<file path="config.mk">
export PLATFORM = sky130hd
export DESIGN_NAME = vlane_maskmode
export DESIGN_NICKNAME = d
export VERILOG_FILES = /design/src/rtl/vmm_pkg.sv /design/src/rtl/vmm_rst_sync.sv /design/src/rtl/vmm_submask_pick.sv /design/src/rtl/vmm_lane.sv /design/src/rtl/vmm_rowcol_store.sv /design/src/rtl/vlane_maskmode.sv
export SDC_FILE = /design/constraint.sdc
export NUM_CORES = 1
export LEC_CHECK = 0
export BUFFER_PORTS_ARGS = -buffer_cell sky130_fd_sc_hd__buf_2
export CAP_MARGIN = 5
export CORE_MARGIN = 2
export CORE_UTILIZATION = 58
export CTS_CLUSTER_DIAMETER = 80
export CTS_CLUSTER_SIZE = 14
export DETAILED_ROUTE_END_ITERATION = 10
export PLACE_DENSITY = 0.82
export REMOVE_ABC_BUFFERS = 1
export SYNTH_ARGS = -nofsm -noshare
export SYNTH_HDL_FRONTEND = slang
export SYNTH_SLANG_ARGS = --single-unit
export TNS_END_PERCENT = 20
</file>
<file path="constraint.sdc">
create_clock -name clk -period 13.66 [get_ports clk]
set_input_delay 1.366 -clock clk [delete_from_list [all_inputs] [get_ports clk]]
set_output_delay 1.366 -clock clk [all_outputs]
set_load 0.05 [all_outputs]
</file>
<file path="src/rtl/vmm_pkg.sv">
package vmm_pkg;
  typedef enum logic [1:0] {
    SRC_DATA = 2'd0,
    SRC_ROW  = 2'd1,
    SRC_COL  = 2'd2,
    SRC_HOLD = 2'd3
  } lane_src_e;

  typedef enum logic [1:0] {
    ACC_NONE     = 2'd0,
    ACC_ADD      = 2'd1,
    ACC_ADD_KEEP = 2'd2,
    ACC_COPY     = 2'd3
  } acc_mode_e;
endpackage

</file>
<file path="src/rtl/vmm_rst_sync.sv">
module vmm_rst_sync (
  input  logic clk,
  input  logic rst_n,
  output logic rst_n_sync
);
  logic [1:0] sync_q;

  always_ff @(posedge clk or negedge rst_n) begin
    if (!rst_n) sync_q <= 2'b00;
    else        sync_q <= {sync_q[0], 1'b1};
  end

  assign rst_n_sync = sync_q[1];
endmodule

</file>
<file path="src/rtl/vmm_submask_pick.sv">
module vmm_submask_pick #(
  parameter int LANES   = 4,
  parameter int NUM_CYC = 4,
  parameter int CYC_W   = 8
) (
  input  logic [2*LANES*NUM_CYC-1:0] mask_word,
  input  logic                       mask_en,
  input  logic [CYC_W-1:0]           cyc,
  output logic [2*LANES-1:0]         lane_codes,
  output logic [$clog2(NUM_CYC)-1:0] cyc_idx,
  output logic                       all_hold
);
  localparam int SUB_W  = 2 * LANES;
  localparam int CIDX_W = $clog2(NUM_CYC);
  localparam logic [CYC_W-1:0] CYC_TOP = CYC_W'(NUM_CYC - 1);

  logic [CYC_W-1:0] cyc_sat;
  logic [SUB_W-1:0] sub;

  always_comb begin
    cyc_sat    = (cyc >= CYC_TOP) ? CYC_TOP : cyc;
    cyc_idx    = cyc_sat[CIDX_W-1:0];
    sub        = mask_word[cyc_idx*SUB_W +: SUB_W];
    all_hold   = mask_en && (&sub);
    lane_codes = mask_en ? sub : '0;
  end
endmodule

</file>
<file path="src/rtl/vmm_lane.sv">
module vmm_lane
  import vmm_pkg::*;
#(
  parameter int LANE_W = 32
) (
  input  lane_src_e         src,
  input  acc_mode_e         mode,
  input  logic [LANE_W-1:0] data,
  input  logic [LANE_W-1:0] row,
  input  logic [LANE_W-1:0] col,
  output logic              wr_en,
  output logic [LANE_W-1:0] wr_val,
  output logic              row_upd,
  output logic [LANE_W-1:0] row_val
);
  logic [LANE_W-1:0] sum;

  always_comb begin
    sum     = data + row;
    wr_en   = 1'b1;
    wr_val  = data;
    row_upd = 1'b0;
    row_val = data;
    unique case (src)
      SRC_DATA: begin
        if ((mode == ACC_ADD) || (mode == ACC_ADD_KEEP)) wr_val = sum;
        row_upd = (mode == ACC_ADD_KEEP) || (mode == ACC_COPY);
        row_val = (mode == ACC_ADD_KEEP) ? sum : data;
      end
      SRC_ROW:  wr_val = row;
      SRC_COL:  wr_val = col;
      SRC_HOLD: begin
        wr_en  = 1'b0;
        wr_val = '0;
      end
      default: ;
    endcase
  end
endmodule

</file>
<file path="src/rtl/vmm_rowcol_store.sv">
module vmm_rowcol_store #(
  parameter int LANES   = 4,
  parameter int NUM_CYC = 4,
  parameter int LANE_W  = 32,
  parameter int IDX_W   = 2
) (
  input  logic                          clk,
  input  logic                          rst_n,
  input  logic                          ld_en,
  input  logic                          ld_col,
  input  logic [IDX_W-1:0]              ld_idx,
  input  logic [LANE_W-1:0]             ld_val,
  input  logic                          upd_en,
  input  logic [LANES-1:0]              upd_mask,
  input  logic [LANES-1:0][LANE_W-1:0]  upd_val,
  output logic [LANES-1:0][LANE_W-1:0]  row_q,
  output logic [NUM_CYC-1:0][LANE_W-1:0] col_q
);
  for (genvar i = 0; i < LANES; i++) begin : g_row
    logic              ld_hit;
    logic              row_ce;
    logic [LANE_W-1:0] row_nxt;

    always_comb begin
      ld_hit  = ld_en && !ld_col && (ld_idx == IDX_W'(i));
      row_ce  = ld_hit || (upd_en && upd_mask[i]);
      row_nxt = ld_hit ? ld_val : upd_val[i];
    end

    always_ff @(posedge clk or negedge rst_n) begin
      if (!rst_n)      row_q[i] <= '0;
      else if (row_ce) row_q[i] <= row_nxt;
    end
  end

  for (genvar n = 0; n < NUM_CYC; n++) begin : g_col
    logic col_ce;

    always_comb col_ce = ld_en && ld_col && (ld_idx == IDX_W'(n));

    always_ff @(posedge clk or negedge rst_n) begin
      if (!rst_n)      col_q[n] <= '0;
      else if (col_ce) col_q[n] <= ld_val;
    end
  end
endmodule

</file>
<file path="src/rtl/vlane_maskmode.sv">
module vlane_maskmode
  import vmm_pkg::*;
#(
  parameter int LANES   = 4,
  parameter int NUM_CYC = 4,
  parameter int LANE_W  = 32,
  parameter int CYC_W   = 8
) (
  input  logic                                                 clk,
  input  logic                                                 rst_n,
  input  logic                                                 in_valid,
  output logic                                                 in_ready,
  input  logic [LANES*LANE_W-1:0]                              in_data,
  input  logic [CYC_W-1:0]                                     in_cyc,
  input  logic [2*LANES*NUM_CYC-1:0]                           mask_word,
  input  logic                                                 mask_en,
  input  logic [1:0]                                           acc_mode,
  input  logic                                                 nibble_fmt,
  input  logic                                                 ld_en,
  input  logic                                                 ld_col,
  input  logic [$clog2((LANES > NUM_CYC) ? LANES : NUM_CYC)-1:0] ld_idx,
  input  logic [LANE_W-1:0]                                    ld_val,
  output logic                                                 out_valid,
  input  logic                                                 out_ready,
  output logic [LANES*LANE_W-1:0]                              out_data,
  output logic [LANES-1:0]                                     out_wen,
  output logic [LANES*LANE_W-1:0]                              row_state
);
  localparam int IDX_W  = $clog2((LANES > NUM_CYC) ? LANES : NUM_CYC);
  localparam int CIDX_W = $clog2(NUM_CYC);

  logic                          rst_n_s;
  logic [2*LANES-1:0]            lane_codes;
  logic [CIDX_W-1:0]             cyc_idx;
  logic                          all_hold;
  acc_mode_e                     mode_eff;
  logic                          accept;
  logic                          commit;

  logic [LANES-1:0][LANE_W-1:0]   data_v;
  logic [LANES-1:0][LANE_W-1:0]   row_q;
  logic [NUM_CYC-1:0][LANE_W-1:0] col_q;
  logic [LANES-1:0][LANE_W-1:0]   wr_val;
  logic [LANES-1:0]               wr_en;
  logic [LANES-1:0]               row_upd;
  logic [LANES-1:0][LANE_W-1:0]   row_val;

  logic                          ov_q, ov_nxt;
  logic [LANES*LANE_W-1:0]       od_q, od_nxt;
  logic [LANES-1:0]              ow_q, ow_nxt;
  logic                          o_ce;

  vmm_rst_sync u_rst (
    .clk        (clk),
    .rst_n      (rst_n),
    .rst_n_sync (rst_n_s)
  );

  vmm_submask_pick #(
    .LANES   (LANES),
    .NUM_CYC (NUM_CYC),
    .CYC_W   (CYC_W)
  ) u_pick (
    .mask_word  (mask_word),
    .mask_en    (mask_en),
    .cyc        (in_cyc),
    .lane_codes (lane_codes),
    .cyc_idx    (cyc_idx),
    .all_hold   (all_hold)
  );

  always_comb begin
    data_v   = in_data;
    mode_eff = nibble_fmt ? ACC_NONE : acc_mode_e'(acc_mode);
    in_ready = !ov_q || out_ready;
    accept   = in_valid && in_ready;
    commit   = accept && !all_hold;
  end

  for (genvar i = 0; i < LANES; i++) begin : g_lane
    vmm_lane #(.LANE_W(LANE_W)) u_lane (
      .src     (lane_src_e'(lane_codes[2*i +: 2])),
      .mode    (mode_eff),
      .data    (data_v[i]),
      .row     (row_q[i]),
      .col     (col_q[cyc_idx]),
      .wr_en   (wr_en[i]),
      .wr_val  (wr_val[i]),
      .row_upd (row_upd[i]),
      .row_val (row_val[i])
    );
  end

  vmm_rowcol_store #(
    .LANES   (LANES),
    .NUM_CYC (NUM_CYC),
    .LANE_W  (LANE_W),
    .IDX_W   (IDX_W)
  ) u_store (
    .clk      (clk),
    .rst_n    (rst_n_s),
    .ld_en    (ld_en),
    .ld_col   (ld_col),
    .ld_idx   (ld_idx),
    .ld_val   (ld_val),
    .upd_en   (commit),
    .upd_mask (row_upd),
    .upd_val  (row_val),
    .row_q    (row_q),
    .col_q    (col_q)
  );

  // Output stage: next state
  always_comb begin
    o_ce   = commit;
    od_nxt = wr_val;
    ow_nxt = wr_en;
    if (accept) ov_nxt = !all_hold;
    else        ov_nxt = ov_q && !out_ready;
  end

  // Output stage: registers
  always_ff @(posedge clk or negedge rst_n_s) begin
    if (!rst_n_s) ov_q <= 1'b0;
    else          ov_q <= ov_nxt;
  end

  always_ff @(posedge clk or negedge rst_n_s) begin
    if (!rst_n_s) begin
      od_q <= '0;
      ow_q <= '0;
    end else if (o_ce) begin
      od_q <= od_nxt;
      ow_q <= ow_nxt;
    end
  end

  assign out_valid = ov_q;
  assign out_data  = od_q;
  assign out_wen   = ow_q;
  assign row_state = row_q;
endmodule

</file>
==> impl_results.md <==
* Util after Layout at 66.81%
* Setup crit end kind: register
* Worst Setup Start Kind: primary input
* Post-route insts no fill at 4,314
* Final worst path period need at 5614 ps
* Synth unique cells at 80
* Final Hold Viols at 0
* Synthesis warning total at 0
* Final wirelength at 118.3 mm
* Commonest cells post-synth: 482 x nand2_1, 391 x dfrtp_1, 380 x o21ai_0
* Area leader, netlist: dfrtp_1
* Port Buffers at 473
* Syn Area/Cell at 8.475 µm²
* Worst EP arrival at 6070 ps
* Post-synth EDFFs at 0
* Routed via count at 29,819
* Final period util at 41.10%
* Part of the Yosys area used for sequential elements at 34.66%
* Max Clk Rate at 178.1 MHz
* Final Max Tran Viols at 0
* Gp weighted congestion at 1.022
* Setup-failing EPs final at 0
* Area of the multi-input gates at 17,360 µm²
* Area growth from synthesis to layout at 13.23%
* Remaining DRCs at 0
* Type of the worst min-delay path: register to register
* WP data required at 14,120 ps
* Grt total ovfl at 0
* Hold Path Stages at 0
* Max cap viols at 0
* Post-CTS Setup Bufs at 0
* Clock insertion delay at the later pin of the skew report at 580 ps
* Hold-fix buffers, CTS at 0
* Fillers at 4,105
* Initial DRC count at 4,254
* Initial Util at 59.00%
* Placed instance count at 4,249
* Slew of the pin with the lowest slew margin at 1457 ps
* Area of the die at 50,450 µm²
* Slew margin rel. at 2.896%
* LEAKAGE at 14.38 nW
* Cell count after synthesis at 3,331
* Crit Path Class: primary input to register
* Post-DP HPWL at 81.80 mm
* Wire per inst at 27.42 µm
* Register-to-Register Path Depth at 11
* Synth top area share at 34.66%
* Crit Path Max Fanout at 102
* # nets final at 4,012
* Status: finished clean
* Most common cell in the netlist: nand2_1
* First-pass GRT wire length at 174.0 mm
* Vias in the first global route at 27,772
* Clock Path Buffers at 3
* Overall Power at 5.540 mW
* # clock sinks at 391
* CTS tree: built
* I/O Pins at 474
* Max VDD drop at 0.1413 mV
* Pwr dens at 173.3 nW/µm²
* Die W at 224.6 µm
* Ranking of synthesized cells by area: dfrtp_1 35%, mux2_2 7.1%, o21ai_0 6.7%, nand2_1 6.4%, ha_1 5.5%
* Sequential Area at 9788 µm²
* Vias per cell at 6.912
* Final setup TNS at 0 ps
* Pre-Repair DR Iteration Count at 7
* Synthesized cell area at 28,230 µm²
* Synth Flop Type: dfrtp_1
* CTS Buf Count at 35
* H-tree lvl count at 2
* Worst Clk Skew at 15.54 ps
* Layout cells sized above 1 at 21.81%
* Yosys reg bits at 391
* Antenna-violating nets left at 0
* Antenna violations before repair at 16
* # rows at 80
* Unrepaired setup endpoints after global routing: no
* Largest net degree at the start of global routing at 103
* Total GRT Usage at 45.97%
* CTS Root Cell: clkbuf_16
* Die Span Y at 224.6 µm
* # resized after CTS at 0
* Core area at 47,850 µm²
* CTS clock-pin slew for the worst setup and hold paths at 70 ps
* Async set-reset flop share out of synthesis at 100.0%
## registers in the layout, summed over array words and instances (netlist names)
register / count
out_data: 128
out_wen: 4
u_store.col_q: 128
u_store.row_q: 128
u_rst.sync_q: 2
out_valid: 1
## cell families after synthesis
group,count (synthesis),synth area share (%)
AO/OA/AOI/OAI,1245,28.11
XOR/XNOR,112,3.475
adder cells (fa/ha/maj),129,5.824
buffers and inverters,274,4.113
flip-flops,391,34.66
multiplexers,216,8.452
other,1,0.01328
AND/OR/NAND/NOR,963,15.36
## worst max-delay path: stages
cell and delay, ps:
buf_2 110, or4_1 860, or2_1 610, buf_4 360, a221o_1 400, buf_4 210
nor4_1 150, and4bb_1 350, or2_4 360, buf_4 750, nor2_1 110, a21oi_1 150
nand3_1 90
## path summary, 6_finish.rpt
check | startpoint | end | slack, ps
setup / recovery | in_cyc[2] | out_data[63] | 8050
max in group asynchronous | u_rst.sync_q[1] | out_data[43] | 10840
hold reg to reg | u_rst.sync_q[0] | u_rst.sync_q[1] | 350
setup reg to reg | u_store.row_q[66] | out_data[95] | 9700
min in group asynchronous | u_rst.sync_q[1] | u_store.row_q[82] | 420
hold / removal | u_rst.sync_q[0] | u_rst.sync_q[1] | 350
## power breakdown
part | internal, mW | total, mW | switching (mW)
logic | 0.909 | 2.87 | 1.96
clock network | 0.504 | 0.982 | 0.478
registers | 1.43 | 1.69 | 0.256
## cell type report
cell class / count / area share, %
inverters: 41 / 0.4814
clock inverters: 4 / 0.09002
multi-input cells: 2666 / 54.30
diodes: 17 / 0.1331
well taps: 615 / 2.407
flip-flops and latches: 391 / 30.62
repair buffers: 536 / 8.901
clock buffers: 44 / 3.073
## cells in the final DEF (no fill, tap or decap), types with 28 or more instances in the layout
master / Yosys / final
o31ai_1: 42 / 42
o21ai_1: 28 / 28
o211ai_1: 71 / 71
o22ai_1: 35 / 35
a22o_1: 69 / 69
nand2_1: 482 / 481
xnor2_1: 76 / 76
nand3_1: 51 / 51
o21a_1: 31 / 31
nand2b_1: 58 / 58
nor3_1: 39 / 37
o21ai_0: 380 / 380
nor2_1: 171 / 168
clkbuf_16: 0 / 37
or3_1: 32 / 32
a21o_1: 59 / 59
buf_2: 34 / 471
buf_4: 12 / 65
mux2_2: 179 / 179
a222oi_1: 41 / 41
mux2i_1: 37 / 37
dfrtp_1: 391 / 390
xor2_1: 36 / 36
inv_1: 40 / 40
a22oi_1: 44 / 44
nor2b_1: 28 / 28
a211oi_1: 34 / 34
a31oi_1: 45 / 45
a21oi_1: 264 / 257
ha_1: 125 / 124
## layer usage
layer / wire length [µm] / GRT usage (%)
met5: 126 / 0
met4: 9201 / 32.15
met3: 16800 / 15.91
met2: 48710 / 64.80
met1: 43470 / 59.01
## through the flow
step | hold slack (ps) | setup WS [ps] | area, µm²
6_report | 348.8 | 8046 | 31970
5_1_grt | 367.3 | 7810 | 31940
4_1_cts | 351.9 | 8189 | 31920
3_5_place_dp | 335.8 | 7583 | 30910
3_3_place_gp | 331.2 | 7742 | 30910
2_1_floorplan | 331.2 | 1956 | 27220
No activity file was read; power rests on OpenSTA's default activity.
